### src/rtl/intc_pkg.sv
package intc_pkg;
  typedef enum logic [2:0] {
    SEL_MASK   = 3'd0,
    SEL_CLR    = 3'd1,
    SEL_SET    = 3'd2,
    SEL_CLRALL = 3'd3,
    SEL_GIE    = 3'd4
  } wr_sel_e;
endpackage

### src/rtl/intc_post_bank.sv
module intc_post_bank #(
  parameter int N_SRC = 8
) (
  input  logic             clk,
  input  logic             rst_n,
  input  logic [N_SRC-1:0] hw_post,
  input  logic [N_SRC-1:0] sw_set,
  input  logic [N_SRC-1:0] sw_clr,
  input  logic [N_SRC-1:0] ack_clr,
  output logic [N_SRC-1:0] posted
);
  genvar gi;
  generate
    for (gi = 0; gi < N_SRC; gi++) begin : g_flag
      logic flag_q, flag_d;
      // a new post outranks any clear in the same cycle
      always_comb begin
        flag_d = flag_q & ~sw_clr[gi] & ~ack_clr[gi];
        if (hw_post[gi] || sw_set[gi]) flag_d = 1'b1;
      end
      always_ff @(posedge clk or negedge rst_n) begin
        if (!rst_n) flag_q <= 1'b0;
        else        flag_q <= flag_d;
      end
      assign posted[gi] = flag_q;
    end
  endgenerate
endmodule

### src/rtl/intc_prio_enc.sv
module intc_prio_enc #(
  parameter int N_SRC = 8,
  localparam int IDX_W = (N_SRC > 1) ? $clog2(N_SRC) : 1
) (
  input  logic [N_SRC-1:0] req,
  output logic             any,
  output logic [IDX_W-1:0] idx,
  output logic [N_SRC-1:0] win
);
  always_comb begin
    idx = '0;
    for (int i = N_SRC - 1; i >= 0; i--) begin
      if (req[i]) idx = IDX_W'(i);
    end
    any = |req;
    win = any ? (N_SRC'(1) << idx) : '0;
  end
endmodule

### src/rtl/intc_gie_ctrl.sv
module intc_gie_ctrl (
  input  logic clk,
  input  logic rst_n,
  input  logic take,
  input  logic ret,
  input  logic sw_wr,
  input  logic sw_val,
  output logic gie
);
  logic gie_q, gie_d;
  always_comb begin
    gie_d = gie_q;
    if (take)       gie_d = 1'b0;
    else if (ret)   gie_d = 1'b1;
    else if (sw_wr) gie_d = sw_val;
  end
  always_ff @(posedge clk or negedge rst_n) begin
    if (!rst_n) gie_q <= 1'b0;
    else        gie_q <= gie_d;
  end
  assign gie = gie_q;
endmodule

### src/rtl/intc_top.sv
module intc_top #(
  parameter int N_SRC = 8,
  parameter int VEC_W = 16,
  parameter logic [VEC_W-1:0] VEC_BASE = 16'h0040
) (
  input  logic             clk,
  input  logic             rst_n,
  input  logic [N_SRC-1:0] src_pulse,
  input  logic             wr_en,
  input  logic [2:0]       wr_sel,
  input  logic [N_SRC-1:0] wr_data,
  input  logic             irq_ack,
  input  logic             ret_strobe,
  output logic             irq_valid,
  output logic [VEC_W-1:0] irq_vector,
  output logic [N_SRC-1:0] posted_o,
  output logic             gie_o
);
  import intc_pkg::*;
  localparam int IDX_W = (N_SRC > 1) ? $clog2(N_SRC) : 1;

  wr_sel_e          sel;
  logic [N_SRC-1:0] mask_q, mask_d;
  logic [N_SRC-1:0] sw_set, sw_clr, ack_clr, pending, win;
  logic [IDX_W-1:0] win_idx;
  logic             any_pend, take, gie;

  assign sel = wr_sel_e'(wr_sel);

  // software write decode
  always_comb begin
    sw_set = '0;
    sw_clr = '0;
    mask_d = mask_q;
    if (wr_en) begin
      case (sel)
        SEL_MASK:   mask_d = wr_data;
        SEL_CLR:    sw_clr = wr_data;
        SEL_SET:    sw_set = wr_data;
        SEL_CLRALL: sw_clr = '1;
        default:    ;
      endcase
    end
  end

  always_ff @(posedge clk or negedge rst_n) begin
    if (!rst_n) mask_q <= '0;
    else        mask_q <= mask_d;
  end

  intc_post_bank #(.N_SRC(N_SRC)) u_bank (
    .clk(clk), .rst_n(rst_n), .hw_post(src_pulse), .sw_set(sw_set),
    .sw_clr(sw_clr), .ack_clr(ack_clr), .posted(posted_o)
  );

  assign pending = posted_o & mask_q;

  intc_prio_enc #(.N_SRC(N_SRC)) u_enc (
    .req(pending), .any(any_pend), .idx(win_idx), .win(win)
  );

  assign irq_valid  = gie & any_pend;
  assign take       = irq_valid & irq_ack;
  assign ack_clr    = take ? win : '0;
  assign irq_vector = VEC_BASE + (VEC_W'(win_idx) << 2);

  intc_gie_ctrl u_gie (
    .clk(clk), .rst_n(rst_n), .take(take), .ret(ret_strobe),
    .sw_wr(wr_en && (sel == SEL_GIE)), .sw_val(wr_data[0]), .gie(gie)
  );

  assign gie_o = gie;
endmodule

### config.mk
export PLATFORM = sky130hd
export DESIGN_NAME = intc_top
export DESIGN_NICKNAME = d
export VERILOG_FILES = /design/src/rtl/intc_pkg.sv /design/src/rtl/intc_post_bank.sv /design/src/rtl/intc_prio_enc.sv /design/src/rtl/intc_gie_ctrl.sv /design/src/rtl/intc_top.sv
export SDC_FILE = /design/constraint.sdc
export NUM_CORES = 1
export LEC_CHECK = 0
export BUFFER_PORTS_ARGS = -buffer_cell sky130_fd_sc_hd__buf_4
export CORE_MARGIN = 3
export CORE_UTILIZATION = 42
export CTS_CLUSTER_SIZE = 12
export DETAILED_ROUTE_END_ITERATION = 8
export GPL_TIMING_DRIVEN = 0
export PLACE_DENSITY = 0.74
export SYNTH_ARGS = -nofsm -noshare
export SYNTH_HDL_FRONTEND = slang
export SYNTH_SLANG_ARGS = --single-unit
### constraint.sdc
create_clock -name clk -period 3.7 [get_ports clk]
set_input_delay 0.37 -clock clk [delete_from_list [all_inputs] [get_ports clk]]
set_output_delay 0.37 -clock clk [all_outputs]
set_load 0.01 [all_outputs]
==> flow_metrics.env, run 1 <==
export IMPL_synth_top_family_by_area="compound AO/OA/AOI/OAI gates"
export IMPL_period_needed_ns=1.93
export IMPL_finalSetupViolCount=0
export IMPL_cts_tree="done"
export IMPL_drcViolationCount=0
export IMPL_syn_cell_area_um2=1130
export IMPL_grtUsageTotal_pct=15.5
export IMPL_p_seq_share_pct=41.4
export IMPL_maxCapViolCount=0
export IMPL_synth_top_cells_by_count="buf_4, dfrtp_1, nand2_1, a21oi_1"
export IMPL_endpoint_kind="output pin"
export IMPL_drv_slew=0
export IMPL_startpoint_type="register"
export IMPL_dp_hpwl_um=2010
export IMPL_cts_buffers=3
export IMPL_grt_first_pass_wirelength_um=4070
export IMPL_dieHeight_um=57.8
export IMPL_die_area_um2=3340
export IMPL_cts_root_buffer="clkbuf_4"
export IMPL_max_freq_mhz=519
export IMPL_synth_cells=118
export IMPL_antenna_found_initial=0
export IMPL_nFillCells=227
export IMPL_gp_congestion=0.798
export IMPL_first_iter_violations=20
export IMPL_finalHoldViolations=0
export IMPL_crit_fanout=7
export IMPL_vias=1014
export IMPL_synth_most_common_cell="buf_4"
export IMPL_worst_slew_pin_slew_ns=0.617
export IMPL_final_period_utilization_pct=52.1
export IMPL_internal_power_mw=0.389
export IMPL_synth_warnings=0
export IMPL_post_drt_wl_per_cell_um=12.8
export IMPL_ys_top_cells_by_area="dfrtp_1, buf_4, mux2_2"
export IMPL_synth_mux_area_share_pct=8.98
export IMPL_grt_start_max_net_pins=18
export IMPL_required_ns=3.33
export IMPL_clkTransAtPathRegs_ns=0.10
export IMPL_synth_edf_count=0
export IMPL_area_growth_pct=34.1
export IMPL_slew_headroom_pct=58.7
export IMPL_status="completed"
export IMPL_vdd_drop_max_uv=276
export IMPL_chipWidth_um=57.8
export IMPL_hold_path_class="primary input to register"
export IMPL_switching_share_pct=35.0
export IMPL_rsz0062_at_grt="no"
export IMPL_grt_overflow=0
export IMPL_dominantRegCellSynth="dfrtp_1"
export IMPL_start_util_pct=44.7
export IMPL_drt_met1_wl_um=1070
export IMPL_p_per_area_nw_per_um2=395
export IMPL_combPwrFrac_pct=41.8
export IMPL_final_antenna_net_count=0
export IMPL_ys_types=27
export IMPL_cts_path_max_buffers=2
export IMPL_yosys_area_share_simple_pct=17.4
export IMPL_wl_met2_um=1240
export IMPL_reg2reg_slack_ns=2.09
export IMPL_synthAdderAreaFrac_pct=0
export IMPL_setup_tns_final_ns=0
export IMPL_synth_seq_area_share_pct=37.7
export IMPL_num_antenna_cells=0
export IMPL_firstDrtPassIters=4
export IMPL_clock_sinks=17
export IMPL_top_layer="met4"
export IMPL_worstPathArrival_ns=1.56
export IMPL_ios=50
export IMPL_multiInputGateArea_um2=568
export IMPL_synth_compound_area_share_pct=19.6
export IMPL_async_flop_share_pct=100
export IMPL_clock_skew_ns=0.000696
export IMPL_clkPwrFrac_pct=16.9
export IMPL_seq_area_um2=425
export IMPL_via_per_inst=5.07
export IMPL_finish_utilization_pct=60.0
export IMPL_met3_wirelength_um=223
export IMPL_p_switching_mw=0.210
export IMPL_critical_path_class="register to output pin"
export IMPL_core_um2=2520
export IMPL_power_leakage_nw=0.701
export IMPL_synth_top_area_cell="dfrtp_1"
export IMPL_grt_pass1_vias=935
export IMPL_rows=18
export IMPL_syn_avg_cell_area_um2=9.56
export IMPL_fin_nets=195
export IMPL_routed_wl_um=2550
export IMPL_cts_resized=0
export IMPL_clock_latency_ns=0.29
export IMPL_drive_gt1_share_pct=45.9
export IMPL_synth_top_area_share_pct=37.7
export IMPL_synth_seq_cells=17
export IMPL_portBuffers=36
export IMPL_synth_xor_area_share_pct=0
export IMPL_htreeDepth=1
repair_timing:
item / in CTS / in global routing
setup endpoints to repair: 0 / 0
hold buffers: 1 / 0
endpoints found under the hold margin: 17 / 0
buffers inserted: 0 / 0
worst paths after layout:
path,startpoint,cells past startpoint,endpoint
min in group asynchronous,rst_n,2,u_bank.g_flag[4].flag_q
max in group asynchronous,rst_n,2,u_bank.g_flag[5].flag_q
hold / removal,src_pulse[3],2,u_bank.g_flag[3].flag_q
hold reg to reg,mask_q[1],1,mask_q[1]
setup / recovery,u_bank.g_flag[2].flag_q,4,irq_vector[2]
setup reg to reg,u_bank.g_flag[2].flag_q,5,u_bank.g_flag[5].flag_q
cells by family after synthesis:
kind of cell / count (synthesis)
compound gates: 31
buf+inv: 23
flops: 17
mux: 9
other cells: 2
simple gates: 36
metal layers:
layer  GRT usage [%]  up-vias
met5               0        -
met4            4.64        0
met3            3.56        4
met2            25.8       51
met1            20.1      466
li1                -      493
registers in the layout (all words and copies together) (netlist names):
register              cells
u_bank.g_flag.flag_q      8
mask_q                    8
u_gie.gie                 1
worst max-delay path, stage by stage (launching register included):
cell	delay, ns
dfrtp_1	0.43
a22oi_1	0.24
nand2_1	0.12
o211ai_4	0.29
buf_4	0.18
stage by stage:
step | worst slack [ns] | power (mW) | area [µm²] | hold slack [ns] | cells
after floorplan | 2.21 | 0.403 | 1170 | 0.0744 | 129
after global placement | 1.91 | 0.493 | 1480 | 0.245 | 195
after detailed placement | 1.92 | 0.500 | 1480 | 0.249 | 195
after CTS | 1.78 | 0.600 | 1510 | 0.252 | 200
after global routing | 1.65 | 0.635 | 1510 | 0.258 | 200
final | 1.77 | 0.599 | 1510 | 0.258 | 200
final cells by class:
class / count / share of cell area, %
plain buffers: 23 / 11.7
clock buffers: 4 / 1.74
multi-input cells: 89 / 37.5
flip-flops and latches: 17 / 28.1
well taps: 30 / 2.48
repair buffers: 37 / 18.5
power groups by stage:
| stage | Clock, mW | Combinational, mW | Sequential, mW |
|---|---|---|---|
| floorplan | 0 | 0.159 | 0.245 |
| global placement | 0 | 0.243 | 0.250 |
| detailed placement | 0 | 0.249 | 0.251 |
| CTS | 0.102 | 0.250 | 0.247 |
| finish | 0.101 | 0.250 | 0.248 |
| global route | 0.110 | 0.273 | 0.252 |
layout by cell type (no fill, tap or decap), drive strengths merged, types with 2 or more instances in the layout:
cell | Yosys | routed
a22oi | 4 | 4
nor2b | 3 | 3
nor3 | 3 | 3
conb | 2 | 13
o221ai | 2 | 2
a211o | 2 | 2
clkbuf | 0 | 4
a21oi | 11 | 11
o211ai | 2 | 2
buf | 23 | 59
o21ai | 8 | 8
dfrtp | 17 | 17
mux2 | 9 | 9
nand3 | 4 | 4
nor2 | 9 | 9
nand2 | 12 | 12
No activity file was read; power rests on OpenSTA's default activity.
==> inputs of run 2 (changes only) <==
Settings changed: ABC_AREA from default to 1, PLACE_DENSITY 0.74 to 0.73.
Clock period 3.7 ns to 2 ns, I/O delays scaled along.
==> flow_metrics.env, run 2 <==
export IMPL_status="completed"
export IMPL_place_ws_ns=0.619
export IMPL_cts_resized=0
export IMPL_vias=1093
export IMPL_synth_top_area_share_pct=35.5
export IMPL_via_per_inst=4.84
export IMPL_finish_utilization_pct=60.8
export IMPL_clock_latency_ns=0.29
export IMPL_clock_skew_ns=0.00827
export IMPL_dominantRegCellSynth="dfrtp_1"
export IMPL_async_flop_share_pct=100
export IMPL_fin_ws_ns=0.282
export IMPL_slew_headroom_pct=62.5
export IMPL_core_um2=2590
export IMPL_synth_warnings=0
export IMPL_grtUsageTotal_pct=16.8
export IMPL_ys_top_cells_by_area="dfrtp_1, buf_4, nand2_1"
export IMPL_dp_hpwl_um=2190
export IMPL_rsz0062_at_grt="no"
export IMPL_yosys_area_share_simple_pct=28.2
export IMPL_synthAdderAreaFrac_pct=0
export IMPL_drcViolationCount=0
export IMPL_ios=50
export IMPL_maxCapViolCount=0
export IMPL_cts_buffers=3
export IMPL_synth_seq_cells=17
export IMPL_firstDrtPassIters=4
export IMPL_area_growth_pct=31.6
export IMPL_finalHoldViolations=0
export IMPL_p_total_mw=1.16
export IMPL_num_antenna_cells=0
export IMPL_synth_top_cells_by_count="nand2_1, buf_4, dfrtp_1, nor2_1, a21oi_1"
export IMPL_period_needed_ns=1.72
export IMPL_grt_start_max_net_pins=18
export IMPL_crit_fanout=5
export IMPL_drive_gt1_share_pct=42.9
export IMPL_synth_cells=145
export IMPL_vdd_drop_max_uv=566
export IMPL_cts_root_buffer="clkbuf_4"
export IMPL_p_per_area_nw_per_um2=738
export IMPL_grt_first_pass_wirelength_um=4530
export IMPL_cts_path_max_buffers=2
export IMPL_setup_tns_final_ns=0
export IMPL_critical_path_class="register to output pin"
export IMPL_final_antenna_net_count=0
export IMPL_antenna_found_initial=0
export IMPL_endpoint_kind="output pin"
export IMPL_synth_compound_area_share_pct=11.8
export IMPL_routed_wl_um=2830
export IMPL_max_freq_mhz=582
export IMPL_worstPathArrival_ns=1.52
export IMPL_synth_edf_count=0
export IMPL_synth_top_family_by_area="simple AND/OR/NAND/NOR gates"
export IMPL_final_cell_mix="buf_4, nand2_1, dfrtp_1"
export IMPL_drv_slew=0
export IMPL_hold_path_class="primary input to register"
export IMPL_rows=18
export IMPL_clock_sinks=17
export IMPL_worst_slew_pin_slew_ns=0.558
export IMPL_fin_nets=221
export IMPL_power_leakage_nw=0.810
export IMPL_grt_pass1_vias=981
export IMPL_grt_overflow=0
export IMPL_ys_types=24
export IMPL_synth_most_common_cell="nand2_1"
export IMPL_cts_tree="done"
export IMPL_first_iter_violations=22
export IMPL_final_period_utilization_pct=85.9
export IMPL_syn_cell_area_um2=1200
export IMPL_start_util_pct=46.2
export IMPL_portBuffers=35
export IMPL_chipWidth_um=59.4
export IMPL_mostFrequentLayoutCell="buf_4"
export IMPL_synth_top_area_cell="dfrtp_1"
export IMPL_post_drt_wl_per_cell_um=12.5
export IMPL_htreeDepth=1
export IMPL_startpoint_type="register"
export IMPL_synth_xor_area_share_pct=0
export IMPL_required_ns=1.80
export IMPL_synth_seq_area_share_pct=35.5
export IMPL_gp_congestion=0.877
export IMPL_dieHeight_um=59.4
export IMPL_synth_mux_area_share_pct=6.58
export IMPL_clkTransAtPathRegs_ns=0.11
export IMPL_fin_hold_ws_ns=0.0852
export IMPL_syn_avg_cell_area_um2=8.26
export IMPL_die_area_um2=3530
export IMPL_finalSetupViolCount=0
-- run 2: layer usage --
| metal | up-vias | track usage (%) | wire length, µm |
|---|---|---|---|
| li1 | 546 | - | - |
| met1 | 500 | 23.2 | 1180 |
| met2 | 47 | 27.8 | 1380 |
| met3 | 0 | 2.61 | 268 |
| met4 | 0 | 3.56 | 0 |
| met5 | - | 0 | 0 |
-- run 2: path summary, 6_finish.rpt --
check / from / endpoint / slack [ns] / cells after the start
worst max-delay path: u_bank.g_flag[7].flag_q / irq_vector[2] / 0.28 / 11
worst min-delay path: src_pulse[4] / u_bank.g_flag[4].flag_q / 0.09 / 3
worst max register to register: u_bank.g_flag[0].flag_q / u_bank.g_flag[7].flag_q / 0.62 / 8
worst min register to register: mask_q[5] / mask_q[5] / 0.52 / 1
max in group asynchronous: rst_n / mask_q[2] / 1.47 / 2
min in group asynchronous: rst_n / mask_q[4] / 0.32 / 2
-- run 2: critical path: stages (launching register included) --
cell and delay (ns):
dfrtp_1 0.41, nand2_1 0.09, inv_1 0.04, nand2_1 0.05, nand2_1 0.05, nand2_1 0.06, nand2_1 0.05, nand2_1 0.07
nand2_2 0.08, nand2_1 0.13, inv_1 0.06, buf_4 0.14
-- run 2: cell families (layout without fill, tap and decap cells) --
logic type,count (synthesis),in the layout
compound gates,21,21
buf+inv,33,73
flops,17,17
mux,7,7
other cells,2,13
simple gates,65,65
-- run 2: area by class of cell --
cell class              count  area, µm²
fillers                   230       1010
multi-input cells         106        607
flip-flops and latches     17        425
repair buffers             36        273
plain buffers              22        165
inverters                  11       41.3
well taps                  30       37.5
clock buffers               4       26.3
-- run 2: report_power, final --
part | leakage (nW) | internal [mW] | switching (mW)
clock | 0.0150 | 0.0774 | 0.114
combinational | 0.612 | 0.243 | 0.286
sequential | 0.183 | 0.400 | 0.0427
total | 0.810 | 0.720 | 0.443
-- run 2: metrics by stage --
step           instance area [µm²]  cells
3_5_place_dp                  1540    221
3_3_place_gp                  1540    221
4_1_cts                       1580    226
2_1_floorplan                 1240    156
5_1_grt                       1580    226
6_report                      1580    226
-- run 2: repair_timing --
item,4_1_cts,5_1_grt
endpoints found under the hold margin,17,0
endpoints found under the setup margin,0,0
setup buffers,0,0
hold buffers,1,0
